[src/rtl/batt_health_pkg.sv]
package batt_health_pkg;

    typedef enum logic [1:0] {
        HEALTH_OK   = 2'd0,
        HEALTH_LOW  = 2'd1,
        HEALTH_FAIL = 2'd2
    } health_e;

    typedef struct packed {
        logic weak_n;
        logic dead_n;
    } ind_t;

    localparam ind_t IND_IDLE = '{weak_n: 1'b1, dead_n: 1'b1};

    function automatic health_e classify(input int unsigned code,
                                         input int unsigned low_lim,
                                         input int unsigned fail_lim);
        if (code < fail_lim)     return HEALTH_FAIL;
        else if (code < low_lim) return HEALTH_LOW;
        else                     return HEALTH_OK;
    endfunction

    function automatic ind_t encode(input health_e h);
        ind_t r;
        r.weak_n = (h == HEALTH_OK);
        r.dead_n = (h != HEALTH_FAIL);
        return r;
    endfunction

endpackage

[src/rtl/batt_supply_track.sv]
module batt_supply_track (
    input  logic clk,
    input  logic rst,
    input  logic pwr_ok,
    output logic pwr_q,
    output logic rise
);
    always_ff @(posedge clk) begin
        if (rst) pwr_q <= 1'b0;
        else     pwr_q <= pwr_ok;
    end

    assign rise = pwr_ok && !pwr_q;

endmodule

[src/rtl/batt_sampler.sv]
module batt_sampler
    import batt_health_pkg::*;
#(
    parameter int unsigned CODE_W    = 8,
    parameter int unsigned LOW_CODE  = 115,
    parameter int unsigned FAIL_CODE = 100
) (
    input  logic              clk,
    input  logic              rst,
    input  logic              pwr_ok,
    input  logic              pwr_q,
    input  logic              rise,
    input  logic [CODE_W-1:0] cell_code,
    output health_e           health
);
    always_ff @(posedge clk) begin
        if (rst || !pwr_ok)
            health <= HEALTH_OK;
        else if (rise)
            health <= classify(32'(cell_code), LOW_CODE, FAIL_CODE);
    end


    hold_stable_chk: assert property (@(posedge clk) disable iff (rst)
        (pwr_ok && pwr_q) |=> $stable(health));


    cleared_chk: assert property (@(posedge clk) disable iff (rst)
        !pwr_ok |=> (health == HEALTH_OK));

endmodule

[src/rtl/batt_reveal_delay.sv]
module batt_reveal_delay #(
    parameter int unsigned DELAY_CYC = 64
) (
    input  logic clk,
    input  logic rst,
    input  logic pwr_ok,
    input  logic rise,
    output logic done
);
    generate
        if (DELAY_CYC == 0) begin : g_nodelay
            assign done = 1'b1;
        end else begin : g_count
            localparam int unsigned CNT_W = $clog2(DELAY_CYC + 1);
            localparam logic [CNT_W-1:0] LAST = CNT_W'(DELAY_CYC);
            logic [CNT_W-1:0] cnt;

            always_ff @(posedge clk) begin
                if (rst || !pwr_ok || rise) cnt <= '0;
                else if (cnt != LAST)       cnt <= cnt + 1'b1;
            end

            assign done = (cnt == LAST);


            no_early_chk: assert property (@(posedge clk) disable iff (rst)
                rise |=> !done);


            cnt_range_chk: assert property (@(posedge clk) disable iff (rst)
                cnt <= LAST);
        end
    endgenerate

endmodule

[src/rtl/batt_health_latch.sv]
module batt_health_latch
    import batt_health_pkg::*;
#(
    parameter int unsigned CODE_W    = 8,
    parameter int unsigned LOW_CODE  = 115,
    parameter int unsigned FAIL_CODE = 100,
    parameter int unsigned DELAY_CYC = 64
) (
    input  logic              clk,
    input  logic              rst,
    input  logic              pwr_ok,
    input  logic [CODE_W-1:0] cell_code,
    output logic              bat_low_n,
    output logic              bat_fail_n
);
    logic    pwr_q;
    logic    rise;
    logic    done;
    health_e health;
    ind_t    ind;

    batt_supply_track u_track (
        .clk    (clk),
        .rst    (rst),
        .pwr_ok (pwr_ok),
        .pwr_q  (pwr_q),
        .rise   (rise)
    );

    batt_sampler #(
        .CODE_W    (CODE_W),
        .LOW_CODE  (LOW_CODE),
        .FAIL_CODE (FAIL_CODE)
    ) u_sampler (
        .clk       (clk),
        .rst       (rst),
        .pwr_ok    (pwr_ok),
        .pwr_q     (pwr_q),
        .rise      (rise),
        .cell_code (cell_code),
        .health    (health)
    );

    batt_reveal_delay #(
        .DELAY_CYC (DELAY_CYC)
    ) u_delay (
        .clk    (clk),
        .rst    (rst),
        .pwr_ok (pwr_ok),
        .rise   (rise),
        .done   (done)
    );

    always_comb begin
        if (pwr_q && done) ind = encode(health);
        else               ind = IND_IDLE;
    end

    assign bat_low_n  = ind.weak_n;
    assign bat_fail_n = ind.dead_n;


    idle_high_chk: assert property (@(posedge clk) disable iff (rst)
        !pwr_q |-> (bat_low_n && bat_fail_n));


    fail_implies_low_chk: assert property (@(posedge clk) disable iff (rst)
        !bat_fail_n |-> !bat_low_n);


    out_frozen_chk: assert property (@(posedge clk) disable iff (rst)
        (pwr_ok && pwr_q && done) |=> $stable({bat_low_n, bat_fail_n}));

endmodule

[config.mk]
export PLATFORM = sky130hd
export DESIGN_NAME = batt_health_latch
export DESIGN_NICKNAME = d
export VERILOG_FILES = /design/src/rtl/batt_health_pkg.sv /design/src/rtl/batt_supply_track.sv /design/src/rtl/batt_sampler.sv /design/src/rtl/batt_reveal_delay.sv /design/src/rtl/batt_health_latch.sv
export SDC_FILE = /design/constraint.sdc
export NUM_CORES = 1
export LEC_CHECK = 0
export ABC_AREA = 1
export BUFFER_PORTS_ARGS = -buffer_cell sky130_fd_sc_hd__buf_2
export CAP_MARGIN = 20
export CORE_AREA = 10 10 47 49
export CTS_BUF_LIST = sky130_fd_sc_hd__clkbuf_16
export CTS_CLUSTER_DIAMETER = 80
export DETAILED_ROUTE_END_ITERATION = 16
export DIE_AREA = 0 0 57 59
export PLACE_DENSITY = 0.64
export REMOVE_ABC_BUFFERS = 1
export SLEW_MARGIN = 30
export SYNTH_ARGS = -nofsm -noshare
export SYNTH_HDL_FRONTEND = slang
export SYNTH_SLANG_ARGS = --single-unit
[constraint.sdc]
create_clock -name clk -period 2.8 [get_ports clk]
set_clock_uncertainty 0.05 [all_clocks]
set_input_delay 0.28 -clock clk [delete_from_list [all_inputs] [get_ports clk]]
set_output_delay 0.28 -clock clk [all_outputs]
set_load 0.05 [all_outputs]
==> impl_metrics.prom, run 1 <==
# TYPE chip_impl_metric gauge
chip_impl_metric{name="grt_util_all_layers",unit="%"} 7.24
chip_impl_info{name="setup.worst_path.start_class",value="register"} 1
chip_impl_metric{name="number_of_buffers_created_by_cts",unit=""} 3
chip_impl_metric{name="cts-htree-levels",unit=""} 1
chip_impl_metric{name="wl_per_cell",unit="um"} 9.98
chip_impl_metric{name="synth.distinct_cells",unit=""} 18
chip_impl_metric{name="final_period_minus_worst_setup_slack",unit="ps"} 1760
chip_impl_metric{name="drt-total-wl",unit="um"} 1090
chip_impl_metric{name="iter_0_drt_violations",unit=""} 6
chip_impl_metric{name="final_area",unit="um2"} 706
chip_impl_metric{name="die_w",unit="um"} 57
chip_impl_metric{name="first_pass_iters",unit=""} 4
chip_impl_metric{name="drc_errors",unit=""} 0
chip_impl_info{name="endpoint_type_of_the_worst_setup_path",value="primary output"} 1
chip_impl_metric{name="leakage",unit="nW"} 0.300
chip_impl_info{name="cts_tree",value="yes"} 1
chip_impl_metric{name="critPathArrivalTime",unit="ps"} 1430
chip_impl_metric{name="grt_max_degree",unit=""} 7
chip_impl_metric{name="core_region_area",unit="um2"} 1400
chip_impl_metric{name="max_slew_margin",unit="%"} 83.5
chip_impl_metric{name="yosysSeqAreaShare",unit="%"} 36.6
chip_impl_metric{name="place.port_buffers",unit=""} 12
chip_impl_metric{name="clk_path_buf_depth",unit=""} 2
chip_impl_metric{name="p_per_area",unit="nW/um2"} 602
chip_impl_metric{name="setup-violations-final",unit=""} 0
chip_impl_metric{name="grt_pass1_vias",unit=""} 488
chip_impl_metric{name="io_pins",unit=""} 13
chip_impl_metric{name="postLayoutSetupSlackWorst",unit="ps"} 1040
chip_impl_metric{name="grt_overflow_total",unit=""} 0
chip_impl_metric{name="floorplan.initialDensity",unit="%"} 39.0
chip_impl_metric{name="final_max_slew_viol_count",unit=""} 0
chip_impl_metric{name="layout.cells.non_filler",unit=""} 109
chip_impl_metric{name="cts-hold-fix-buffers",unit=""} 0
chip_impl_metric{name="layout.area.seq",unit="um2"} 200
chip_impl_metric{name="std_cell_rows",unit=""} 14
chip_impl_metric{name="max_cap_violations",unit=""} 0
chip_impl_metric{name="cts-resized-gates",unit=""} 0
chip_impl_metric{name="die_area",unit="um2"} 3360
chip_impl_info{name="path_type_of_the_worst_min_delay_path",value="in2reg"} 1
chip_impl_metric{name="dpl.hpwl",unit="um"} 895
chip_impl_metric{name="detail_route.vias_per_cell",unit=""} 4.45
chip_impl_metric{name="worst-slew-pin-transition",unit="ps"} 250
chip_impl_metric{name="final_antenna_net_count",unit=""} 0
chip_impl_metric{name="hold_viol_final",unit=""} 0
chip_impl_info{name="outcome",value="finished clean"} 1
chip_impl_metric{name="antenna_found_initial",unit=""} 0
chip_impl_metric{name="antenna_cells",unit=""} 0
chip_impl_metric{name="timing.critical_path.fanout_max",unit=""} 5
chip_impl_metric{name="design.final.nets",unit=""} 107
chip_impl_metric{name="clk_pin_slew_worst_paths",unit="ps"} 40
chip_impl_metric{name="chipHeight",unit="um"} 59
chip_impl_metric{name="placed_cells",unit=""} 105
chip_impl_metric{name="proportion_of_layout_cells_with_a_drive_suffix_above_1",unit="%"} 29.0
chip_impl_metric{name="setup_total_negative_slack",unit="ps"} 0
chip_impl_metric{name="yosys_warnings",unit=""} 0
chip_impl_metric{name="place_area",unit="um2"} 627
chip_impl_metric{name="synth.cell_area",unit="um2"} 547
chip_impl_metric{name="syn_inst",unit=""} 77
chip_impl_metric{name="clock.fmax",unit="MHz"} 568
chip_impl_metric{name="insertion_delay",unit="ps"} 240
chip_impl_metric{name="worst_ep_required_time",unit="ps"} 2470
chip_impl_metric{name="clock-sinks",unit=""} 10
chip_impl_metric{name="preCtsSetupSlack",unit="ps"} 1300
chip_impl_metric{name="fillerInstances",unit=""} 145
chip_impl_metric{name="grt_pass1_wl",unit="um"} 1960
chip_impl_metric{name="ir_drop",unit="uV"} 410
chip_impl_metric{name="final_min_period_over_clock_period",unit="%"} 62.9
chip_impl_metric{name="routed_via_count",unit=""} 485
chip_impl_metric{name="synthesis.area_per_instance",unit="um2"} 7.10
chip_impl_info{name="rsz_0062_raised_after_global_routing",value="no"} 1
chip_impl_metric{name="synthToLayoutAreaGrowth",unit="%"} 29.1
chip_impl_info{name="critPathKind",value="reg2out"} 1
chip_impl_info{name="cts_root_buffer",value="sky130_fd_sc_hd__clkbuf_16"} 1
chip_impl_metric{name="synth-seq-cells",unit=""} 10
chip_impl_metric{name="multi_input_area",unit="um2"} 294
chip_impl_metric{name="postCtsSetupBuffers",unit=""} 0
chip_impl_metric{name="routabilityCongestion",unit=""} 0.711
where the power goes:
group	switching (mW)	internal, mW
clock network	0.0680	0.187
registers	0.00178	0.145
logic	0.0124	0.0102
per-stage QoR:
step / utilization, % / power, mW / hold WS (ps)
detailed placement: 44.7 / 0.173 / 431
floorplan: - / 0.162 / 305
CTS: 50.4 / 0.432 / 179
global placement: 44.7 / 0.172 / 431
global route: 50.4 / 0.441 / 184
finish: 50.4 / 0.425 / 183
final cells by class:
class,count,area share (%)
tap,16,2.84
inverter,14,7.45
timing repair buffer,12,8.51
clock inverter,1,0.532
clock buffer,3,10.6
sequential,10,28.4
multi-input combinational,53,41.7
synthesized netlist by cell type:
master | count | area (um2)
sky130_fd_sc_hd__or2_1 | 1 | 6.26
sky130_fd_sc_hd__inv_2 | 4 | 15.0
sky130_fd_sc_hd__o21ai_0 | 4 | 20.0
sky130_fd_sc_hd__a21oi_1 | 4 | 20.0
sky130_fd_sc_hd__a21oi_2 | 1 | 8.76
sky130_fd_sc_hd__nand3_1 | 2 | 10.0
sky130_fd_sc_hd__nor2_2 | 1 | 6.26
sky130_fd_sc_hd__nor3_2 | 2 | 20.0
sky130_fd_sc_hd__dfxtp_1 | 10 | 200
sky130_fd_sc_hd__nand2_1 | 14 | 52.6
sky130_fd_sc_hd__nor2_4 | 2 | 22.5
sky130_fd_sc_hd__ha_1 | 2 | 25.0
sky130_fd_sc_hd__xor2_1 | 3 | 26.3
sky130_fd_sc_hd__nand2_2 | 1 | 6.26
sky130_fd_sc_hd__inv_1 | 10 | 37.5
sky130_fd_sc_hd__nand3b_1 | 1 | 7.51
sky130_fd_sc_hd__nor2_1 | 14 | 52.6
sky130_fd_sc_hd__nand3_2 | 1 | 10.0
critical path, stage by stage, from the launching register on:
cell                      delay [ps]
sky130_fd_sc_hd__dfxtp_1         380
sky130_fd_sc_hd__inv_1            80
sky130_fd_sc_hd__ha_1            210
sky130_fd_sc_hd__nand3_2         120
sky130_fd_sc_hd__nor2_1           70
sky130_fd_sc_hd__o21ai_0          70
sky130_fd_sc_hd__buf_2           280
metal layers:
layer  global-route usage (%)  wire, um
met1                     7.90       518
met2                     11.0       474
met3                     5.15        75
met4                     2.01        19
met5                        0         0
state kept, by name, summed over array words and instances (netlist names):
signal	flops
u_delay.g_count.cnt	7
u_sampler.health	2
u_track.pwr_q	1
cell families after synthesis:
logic type / after synthesis / synth area share [%]
AOI/OAI and AO/OA: 9 / 8.93
xor gates and xnor gates: 3 / 4.81
adders and majority gates: 2 / 4.58
buffers and inverters: 14 / 9.61
DFF: 10 / 36.6
and+or+nand+nor: 39 / 35.5
path summary, 6_finish.rpt:
path                           from  cells after the start                endpoint  slack [ps]
max reg2reg  u_delay.g_count.cnt[0]                      5  u_delay.g_count.cnt[6]        1640
min reg2reg  u_delay.g_count.cnt[0]                      2  u_delay.g_count.cnt[0]         450
max          u_delay.g_count.cnt[0]                      6               bat_low_n        1040
min                             rst                      2           u_track.pwr_q         180
cell usage in the layout, fill, tap and decap left out:
cell,n
sky130_fd_sc_hd__xor2_1,3
sky130_fd_sc_hd__nor2_1,14
sky130_fd_sc_hd__ha_1,2
sky130_fd_sc_hd__a21oi_2,1
sky130_fd_sc_hd__buf_2,12
sky130_fd_sc_hd__inv_1,10
sky130_fd_sc_hd__nand3_2,1
sky130_fd_sc_hd__dfxtp_1,10
sky130_fd_sc_hd__clkinv_1,1
sky130_fd_sc_hd__clkbuf_16,3
sky130_fd_sc_hd__inv_2,4
sky130_fd_sc_hd__nand2_1,14
sky130_fd_sc_hd__or2_1,1
sky130_fd_sc_hd__nand2_2,1
sky130_fd_sc_hd__nor2_2,1
sky130_fd_sc_hd__nor2_4,2
sky130_fd_sc_hd__o21ai_0,4
sky130_fd_sc_hd__nor3_2,2
sky130_fd_sc_hd__a21oi_1,4
sky130_fd_sc_hd__nand3_1,2
sky130_fd_sc_hd__nand3b_1,1
Note: power is estimated with default switching activity, not from simulation.
==> run 2, diff against run 1 <==
Settings changed: PLACE_DENSITY 0.64 to 0.66.
Clock period 2.8 ns to 1.5 ns, I/O delays scaled along.
==> run 2 against run 1 <==
Design area grew 8.3%; sequential share of layout area shrank 1.7 points; core utilization grew 4.2 points; register-to-register slack lost 1400 ps; critical path depth grew 1; non-clock buffer count grew 4; wire length grew 6.6%; worst setup slack lost 990 ps; sequential cell count is the same; die area is the same; hold slack lost 130 ps; global-route usage grew 0.81 points; critical endpoint is now bat_fail_n.
==> impl_metrics.prom, run 2 (synthesized netlist as in run 1, its figures left out) <==
# TYPE chip_impl_metric gauge
chip_impl_metric{name="antenna_cells",unit=""} 0
chip_impl_info{name="cts_tree",value="yes"} 1
chip_impl_metric{name="wl_per_cell",unit="um"} 10.3
chip_impl_info{name="max_flop_register",value="u_delay.g_count.cnt"} 1
chip_impl_metric{name="power_frac_seq",unit="%"} 34.8
chip_impl_metric{name="largest_register_ffs",unit=""} 7
chip_impl_metric{name="drt-total-wl",unit="um"} 1160
chip_impl_metric{name="critPathArrivalTime",unit="ps"} 1250
chip_impl_info{name="outcome",value="finished clean"} 1
chip_impl_metric{name="final_min_period_over_clock_period",unit="%"} 96.5
chip_impl_metric{name="reg2reg_depth",unit=""} 8
chip_impl_metric{name="insertion_delay",unit="ps"} 240
chip_impl_metric{name="final_antenna_net_count",unit=""} 0
chip_impl_info{name="top_regs",value="u_delay.g_count.cnt x7, u_sampler.health x2, u_track.pwr_q x1"} 1
chip_impl_info{name="setup.worst_path.start_class",value="register"} 1
chip_impl_metric{name="core_region_area",unit="um2"} 1400
chip_impl_metric{name="grt_pass1_vias",unit=""} 506
chip_impl_info{name="crit_slowest_cell",value="sky130_fd_sc_hd__dfxtp_2"} 1
chip_impl_metric{name="grt_overflow_total",unit=""} 0
chip_impl_metric{name="drc_errors",unit=""} 0
chip_impl_metric{name="p_per_area",unit="nW/um2"} 1030
chip_impl_metric{name="detail_route.vias_per_cell",unit=""} 4.50
chip_impl_info{name="endpoint_type_of_the_worst_setup_path",value="primary output"} 1
chip_impl_metric{name="critPathBufInv",unit=""} 2
chip_impl_metric{name="clk_pin_slew_worst_paths",unit="ps"} 40
chip_impl_metric{name="power.switching_fraction",unit="%"} 19.1
chip_impl_metric{name="setup-violations-final",unit=""} 0
chip_impl_metric{name="grt_max_degree",unit=""} 7
chip_impl_metric{name="power_frac_clock",unit="%"} 59.8
chip_impl_metric{name="die_w",unit="um"} 57
chip_impl_info{name="crit_path_cell_trace",value="inv_2, nand2_2, nor2_4, nand3_2, nor2_2, nand3b_1, buf_6"} 1
chip_impl_metric{name="synthToLayoutAreaGrowth",unit="%"} 39.8
chip_impl_metric{name="grt_pass1_wl",unit="um"} 2080
chip_impl_metric{name="ir_drop",unit="uV"} 506
chip_impl_info{name="path_type_of_the_worst_min_delay_path",value="in2reg"} 1
chip_impl_metric{name="iter_0_drt_violations",unit=""} 3
chip_impl_info{name="layout_common_cells",value="13 x sky130_fd_sc_hd__nor2_1, 13 x sky130_fd_sc_hd__nand2_1, 10 x sky130_fd_sc_hd__buf_2"} 1
chip_impl_metric{name="chipHeight",unit="um"} 59
chip_impl_metric{name="hold_viol_final",unit=""} 0
chip_impl_metric{name="max_slew_margin",unit="%"} 86.8
chip_impl_metric{name="proportion_of_layout_cells_with_a_drive_suffix_above_1",unit="%"} 40.2
chip_impl_metric{name="cts-hold-fix-buffers",unit=""} 0
chip_impl_metric{name="place_area",unit="um2"} 627
chip_impl_metric{name="clk_path_buf_depth",unit=""} 2
chip_impl_metric{name="routed_via_count",unit=""} 509
chip_impl_metric{name="antenna_found_initial",unit=""} 0
chip_impl_metric{name="leakage",unit="nW"} 0.327
chip_impl_metric{name="finalCoreUtilization",unit="%"} 54.6
chip_impl_info{name="cts_root_buffer",value="sky130_fd_sc_hd__clkbuf_16"} 1
chip_impl_metric{name="floorplan.initialDensity",unit="%"} 39.0
chip_impl_metric{name="cts-htree-levels",unit=""} 1
chip_impl_metric{name="grt_util_all_layers",unit="%"} 8.05
chip_impl_metric{name="std_cell_rows",unit=""} 14
chip_impl_metric{name="worstHoldPathCells",unit=""} 2
chip_impl_metric{name="io_pins",unit=""} 13
chip_impl_metric{name="first_pass_iters",unit=""} 3
chip_impl_metric{name="worst-slew-pin-transition",unit="ps"} 198
chip_impl_metric{name="final_max_slew_viol_count",unit=""} 0
chip_impl_metric{name="switchingPower",unit="uW"} 151
chip_impl_info{name="worst_path_dominant_cell_family",value="simple AND/OR/NAND/NOR gates"} 1
chip_impl_metric{name="design.final.nets",unit=""} 111
chip_impl_info{name="critPathKind",value="reg2out"} 1
chip_impl_metric{name="power_frac_comb",unit="%"} 5.4
chip_impl_metric{name="path_depth",unit=""} 7
chip_impl_metric{name="number_of_buffers_created_by_cts",unit=""} 3
chip_impl_metric{name="clock.fmax",unit="MHz"} 691
chip_impl_metric{name="max_cap_violations",unit=""} 0
chip_impl_metric{name="clock-sinks",unit=""} 10
chip_impl_metric{name="cell_internal_pwr",unit="uW"} 640
chip_impl_metric{name="timing.critical_path.fanout_max",unit=""} 2
chip_impl_metric{name="worst_ep_required_time",unit="ps"} 1300
chip_impl_metric{name="final_period_minus_worst_setup_slack",unit="ps"} 1450
chip_impl_metric{name="final_area",unit="um2"} 764
chip_impl_metric{name="dpl.hpwl",unit="um"} 856
chip_impl_metric{name="place.port_buffers",unit=""} 12
chip_impl_metric{name="routabilityCongestion",unit=""} 0.764
chip_impl_metric{name="max_stage_delay",unit="ps"} 320
chip_impl_metric{name="die_area",unit="um2"} 3360
chip_impl_info{name="rsz_0062_raised_after_global_routing",value="yes"} 1
## run 2: cell types whose count changed in the layout (fill, tap and decap cells not counted), moves of 2 or more
cell	delta
sky130_fd_sc_hd__buf_6	+2
sky130_fd_sc_hd__buf_2	-2
sky130_fd_sc_hd__inv_2	+2
sky130_fd_sc_hd__dfxtp_2	+3
sky130_fd_sc_hd__buf_4	+4
sky130_fd_sc_hd__inv_1	-2
sky130_fd_sc_hd__dfxtp_1	-3
## run 2: worst paths after layout
check	to	slack, ps	startpoint
worst max-delay path	bat_fail_n	50	u_delay.g_count.cnt[4]
worst min register to register	u_delay.g_count.cnt[0]	440	u_delay.g_count.cnt[0]
worst max register to register	u_delay.g_count.cnt[1]	240	u_delay.g_count.cnt[4]
worst min-delay path	u_track.pwr_q	60	rst
## run 2: layout make-up
| cell class | count | area (um2) |
|---|---|---|
| fillers | 138 | 637 |
| multi-input cells | 53 | 307 |
| flip-flops and latches | 10 | 204 |
| repair buffers | 16 | 103 |
| clock buffers | 3 | 75.1 |
| inverters | 14 | 52.6 |
| well taps | 16 | 20.0 |
| clock inverters | 1 | 3.75 |
## run 2: worst register-to-register path, cell delays in order, from the launching register on
cell and delay (ps):
sky130_fd_sc_hd__dfxtp_2 320, sky130_fd_sc_hd__inv_2 40, sky130_fd_sc_hd__nand2_2 60, sky130_fd_sc_hd__nor2_4 110, sky130_fd_sc_hd__nand3_2 90, sky130_fd_sc_hd__buf_4 140, sky130_fd_sc_hd__buf_4 140, sky130_fd_sc_hd__o21ai_0 150
sky130_fd_sc_hd__nor2_1 50
## run 2: metal layers
metal / up-vias / GRT usage (%) / routed length, um
met5: - / 0 / 0
met4: 0 / 8.05 / 47
met3: 4 / 3.65 / 58
met2: 11 / 10.9 / 496
met1: 219 / 8.94 / 558
li1: 275 / - / -
## run 2: stage by stage
stage	power, mW	cells	TNS, ps	hold slack, ps	worst slack (ps)
after floorplan	0.303	77	-99.7	175	-99.7
after global placement	0.321	105	0	302	158
after detailed placement	0.322	105	0	306	132
after CTS	0.800	110	0	57.4	27.7
after global routing	0.822	113	-70.1	62.9	-48.1
final	0.791	113	0	57.3	51.9
## run 2: power by group through the flow
| stage | Clock, mW | Sequential (mW) | Combinational (mW) |
|---|---|---|---|
| 6_report | 0.473 | 0.275 | 0.0429 |
| 5_1_grt | 0.497 | 0.276 | 0.0493 |
| 4_1_cts | 0.481 | 0.275 | 0.0431 |
| 3_5_place_dp | 0 | 0.279 | 0.0429 |
| 3_3_place_gp | 0 | 0.279 | 0.0420 |
| 2_1_floorplan | 0 | 0.278 | 0.0246 |
## run 2: what timing repair did
| action | in CTS | in global routing |
|---|---|---|
| resized for setup | 4 | 10 |
| gates cloned | 0 | 0 |
| setup endpoints to repair | 2 | 2 |
| setup buffers | 1 | 3 |
| pin swaps | 0 | 4 |
==> run 3, diff against run 2 <==
--- a/config.mk
+++ b/config.mk
@@ -9,10 +9,13 @@
 export BUFFER_PORTS_ARGS = -buffer_cell sky130_fd_sc_hd__buf_2
 export CAP_MARGIN = 20
-export CORE_AREA = 10 10 47 49
+export CELL_PAD_IN_SITES_DETAIL_PLACEMENT = 0
+export CELL_PAD_IN_SITES_GLOBAL_PLACEMENT = 1
+export CORE_ASPECT_RATIO = 0.9
+export CORE_MARGIN = 10
+export CORE_UTILIZATION = 34
 export CTS_BUF_LIST = sky130_fd_sc_hd__clkbuf_16
 export CTS_CLUSTER_DIAMETER = 80
 export DETAILED_ROUTE_END_ITERATION = 16
-export DIE_AREA = 0 0 57 59
-export PLACE_DENSITY = 0.66
+export PLACE_DENSITY = 0.73
 export REMOVE_ABC_BUFFERS = 1
 export SLEW_MARGIN = 30
==> constraint.sdc (replaced) <==
create_clock -name clk -period 1.4 [get_ports clk]
set_clock_uncertainty 0.05 [all_clocks]
set_input_delay 0.07 -clock clk [delete_from_list [all_inputs] [get_ports clk]]
set_output_delay 0.07 -clock clk [all_outputs]
set_load 0.05 [all_outputs]
==> run 3 against run 2 <==
Worst setup slack got worse by 9.4 ps; global-route usage fell by 1.9 points; design area rose by 6.9%; core utilization rose by 0.64 points; critical path type unchanged; largest power group unchanged.
==> impl_metrics.prom, run 3 (synthesized netlist as in run 1, its figures left out) <==
# TYPE chip_impl_metric gauge
chip_impl_metric{name="cts-htree-levels",unit=""} 1
chip_impl_metric{name="max_cap_violations",unit=""} 0
chip_impl_metric{name="largest_register_ffs",unit=""} 7
chip_impl_metric{name="io_pins",unit=""} 13
chip_impl_metric{name="grt_pass1_wl",unit="um"} 1820
chip_impl_metric{name="grt_max_degree",unit=""} 7
chip_impl_info{name="layout_common_cells",value="13 x sky130_fd_sc_hd__nor2_1, 13 x sky130_fd_sc_hd__nand2_1, 10 x sky130_fd_sc_hd__buf_2"} 1
chip_impl_metric{name="max_slew_margin",unit="%"} 86.1
chip_impl_info{name="cts_root_buffer",value="sky130_fd_sc_hd__clkbuf_16"} 1
chip_impl_metric{name="drc_errors",unit=""} 0
chip_impl_metric{name="fillerInstances",unit=""} 131
chip_impl_metric{name="antenna_found_initial",unit=""} 0
chip_impl_metric{name="p_per_area",unit="nW/um2"} 1030
chip_impl_info{name="max_flop_register",value="u_delay.g_count.cnt"} 1
chip_impl_info{name="cts_tree",value="yes"} 1
chip_impl_metric{name="hold_viol_final",unit=""} 0
chip_impl_metric{name="ir_drop",unit="uV"} 660
chip_impl_metric{name="final_min_period_over_clock_period",unit="%"} 97.0
chip_impl_metric{name="drt-total-wl",unit="um"} 1120
chip_impl_metric{name="placed_cells",unit=""} 111
chip_impl_metric{name="proportion_of_layout_cells_with_a_drive_suffix_above_1",unit="%"} 41.4
chip_impl_metric{name="grt_overflow_total",unit=""} 0
chip_impl_metric{name="antenna_cells",unit=""} 0
chip_impl_metric{name="design.final.nets",unit=""} 113
chip_impl_info{name="outcome",value="finished clean"} 1
chip_impl_metric{name="dpl.hpwl",unit="um"} 789
chip_impl_metric{name="die_w",unit="um"} 62.3
chip_impl_metric{name="layout.cells.non_filler",unit=""} 121
chip_impl_metric{name="setup_total_negative_slack",unit="ps"} 0
chip_impl_info{name="critPathKind",value="reg2out"} 1
chip_impl_info{name="top_regs",value="u_delay.g_count.cnt x7, u_sampler.health x2, u_track.pwr_q x1"} 1
chip_impl_metric{name="routed_via_count",unit=""} 501
chip_impl_info{name="path_type_of_the_worst_min_delay_path",value="in2reg"} 1
chip_impl_metric{name="clk_pin_slew_worst_paths",unit="ps"} 40
chip_impl_metric{name="worst-slew-pin-transition",unit="ps"} 207
chip_impl_metric{name="final_antenna_net_count",unit=""} 0
chip_impl_metric{name="post-layout-total-power",unit="uW"} 843
chip_impl_metric{name="first_pass_iters",unit=""} 4
chip_impl_metric{name="grt_util_all_layers",unit="%"} 6.14
chip_impl_metric{name="preCtsSetupSlack",unit="ps"} 115
chip_impl_metric{name="final_period_minus_worst_setup_slack",unit="ps"} 1360
chip_impl_metric{name="grt_pass1_vias",unit=""} 462
chip_impl_metric{name="clock.fmax",unit="MHz"} 737
chip_impl_metric{name="finalCoreUtilization",unit="%"} 55.2
chip_impl_info{name="grt_busiest_layer",value="met2"} 1
chip_impl_metric{name="detail_route.vias_per_cell",unit=""} 4.14
chip_impl_metric{name="timing.critical_path.fanout_max",unit=""} 4
chip_impl_metric{name="worst_ep_required_time",unit="ps"} 1280
chip_impl_metric{name="std_cell_rows",unit=""} 13
chip_impl_metric{name="core_region_area",unit="um2"} 1480
chip_impl_metric{name="use_met3",unit="%"} 2.50
chip_impl_metric{name="iter_0_drt_violations",unit=""} 11
chip_impl_metric{name="number_of_buffers_created_by_cts",unit=""} 3
chip_impl_metric{name="floorplan.initialDensity",unit="%"} 36.9
chip_impl_metric{name="global_route.usage.met1",unit="%"} 7.70
chip_impl_info{name="endpoint_type_of_the_worst_setup_path",value="primary output"} 1
chip_impl_info{name="setup.worst_path.start_class",value="register"} 1
chip_impl_metric{name="chipHeight",unit="um"} 58.0
chip_impl_metric{name="routabilityCongestion",unit=""} 0.769
chip_impl_metric{name="die_area",unit="um2"} 3610
chip_impl_metric{name="critPathArrivalTime",unit="ps"} 1240
chip_impl_info{name="rsz_0062_raised_after_global_routing",value="yes"} 1
chip_impl_metric{name="setup-violations-final",unit=""} 0
chip_impl_metric{name="final_max_slew_viol_count",unit=""} 0
chip_impl_metric{name="wl_per_cell",unit="um"} 9.25
chip_impl_metric{name="synthToLayoutAreaGrowth",unit="%"} 49.4
chip_impl_metric{name="groute.layer.met2.usage",unit="%"} 8.04
chip_impl_metric{name="insertion_delay",unit="ps"} 230
chip_impl_metric{name="postLayoutSetupSlackWorst",unit="ps"} 42.5
chip_impl_metric{name="clk_path_buf_depth",unit=""} 2
chip_impl_metric{name="place.port_buffers",unit=""} 12
chip_impl_metric{name="leakage",unit="nW"} 0.341
chip_impl_metric{name="clock-sinks",unit=""} 10
==> run 3: timing repair <==
action | CTS | global route
setup endpoints to repair | 2 | 2
hold endpoints to repair | 1 | 0
resized for setup | 4 | 16
pin swaps | 1 | 4
setup buffers | 1 | 4
hold buffers | 1 | 0
==> run 3: worst paths after layout <==
check | from | endpoint | slack [ps] | cells past startpoint
setup / recovery | u_delay.g_count.cnt[3] | bat_fail_n | 40 | 5
hold / removal | pwr_ok | u_track.pwr_q | 50 | 3
setup reg to reg | u_delay.g_count.cnt[0] | u_delay.g_count.cnt[4] | 100 | 7
hold reg to reg | u_sampler.health[0] | u_sampler.health[0] | 440 | 2
==> run 3: worst max-delay path, stage by stage, from the launching register on <==
cell and delay (ps):
sky130_fd_sc_hd__dfxtp_1 330, sky130_fd_sc_hd__nor2_1 200, sky130_fd_sc_hd__nand3_4 110, sky130_fd_sc_hd__nor2_4 110, sky130_fd_sc_hd__nand3b_1 90, sky130_fd_sc_hd__buf_6 160
==> run 3: power by group <==
group,switching [mW],internal [mW]
clock,0.123,0.373
combinational,0.0280,0.0253
sequential,0.00381,0.290
total,0.155,0.688
==> run 3: layout make-up <==
class	count	area (um2)	share of cell area [%]
flip-flops and latches	10	206	25.3
inverters	14	55.1	6.74
clock inverters	1	3.75	0.459
multi-input cells	53	329	40.3
repair buffers	18	120	14.7
well taps	22	27.5	3.37
clock buffers	3	75.1	9.19
==> run 3: stage by stage <==
step           hold WS, ps  area, um2
2_1_floorplan         94.5        547
3_3_place_gp           218        634
3_5_place_dp           218        634
4_1_cts               45.0        739
5_1_grt               64.3        817
6_report              45.9        817
==> run 3: routing by layer <==
| metal | part of all wire (%) | up-vias |
|---|---|---|
| met5 | 0 | - |
| met4 | 2.6 | 0 |
| met3 | 3.3 | 2 |
| met2 | 42 | 12 |
| met1 | 52 | 208 |
| li1 | - | 279 |
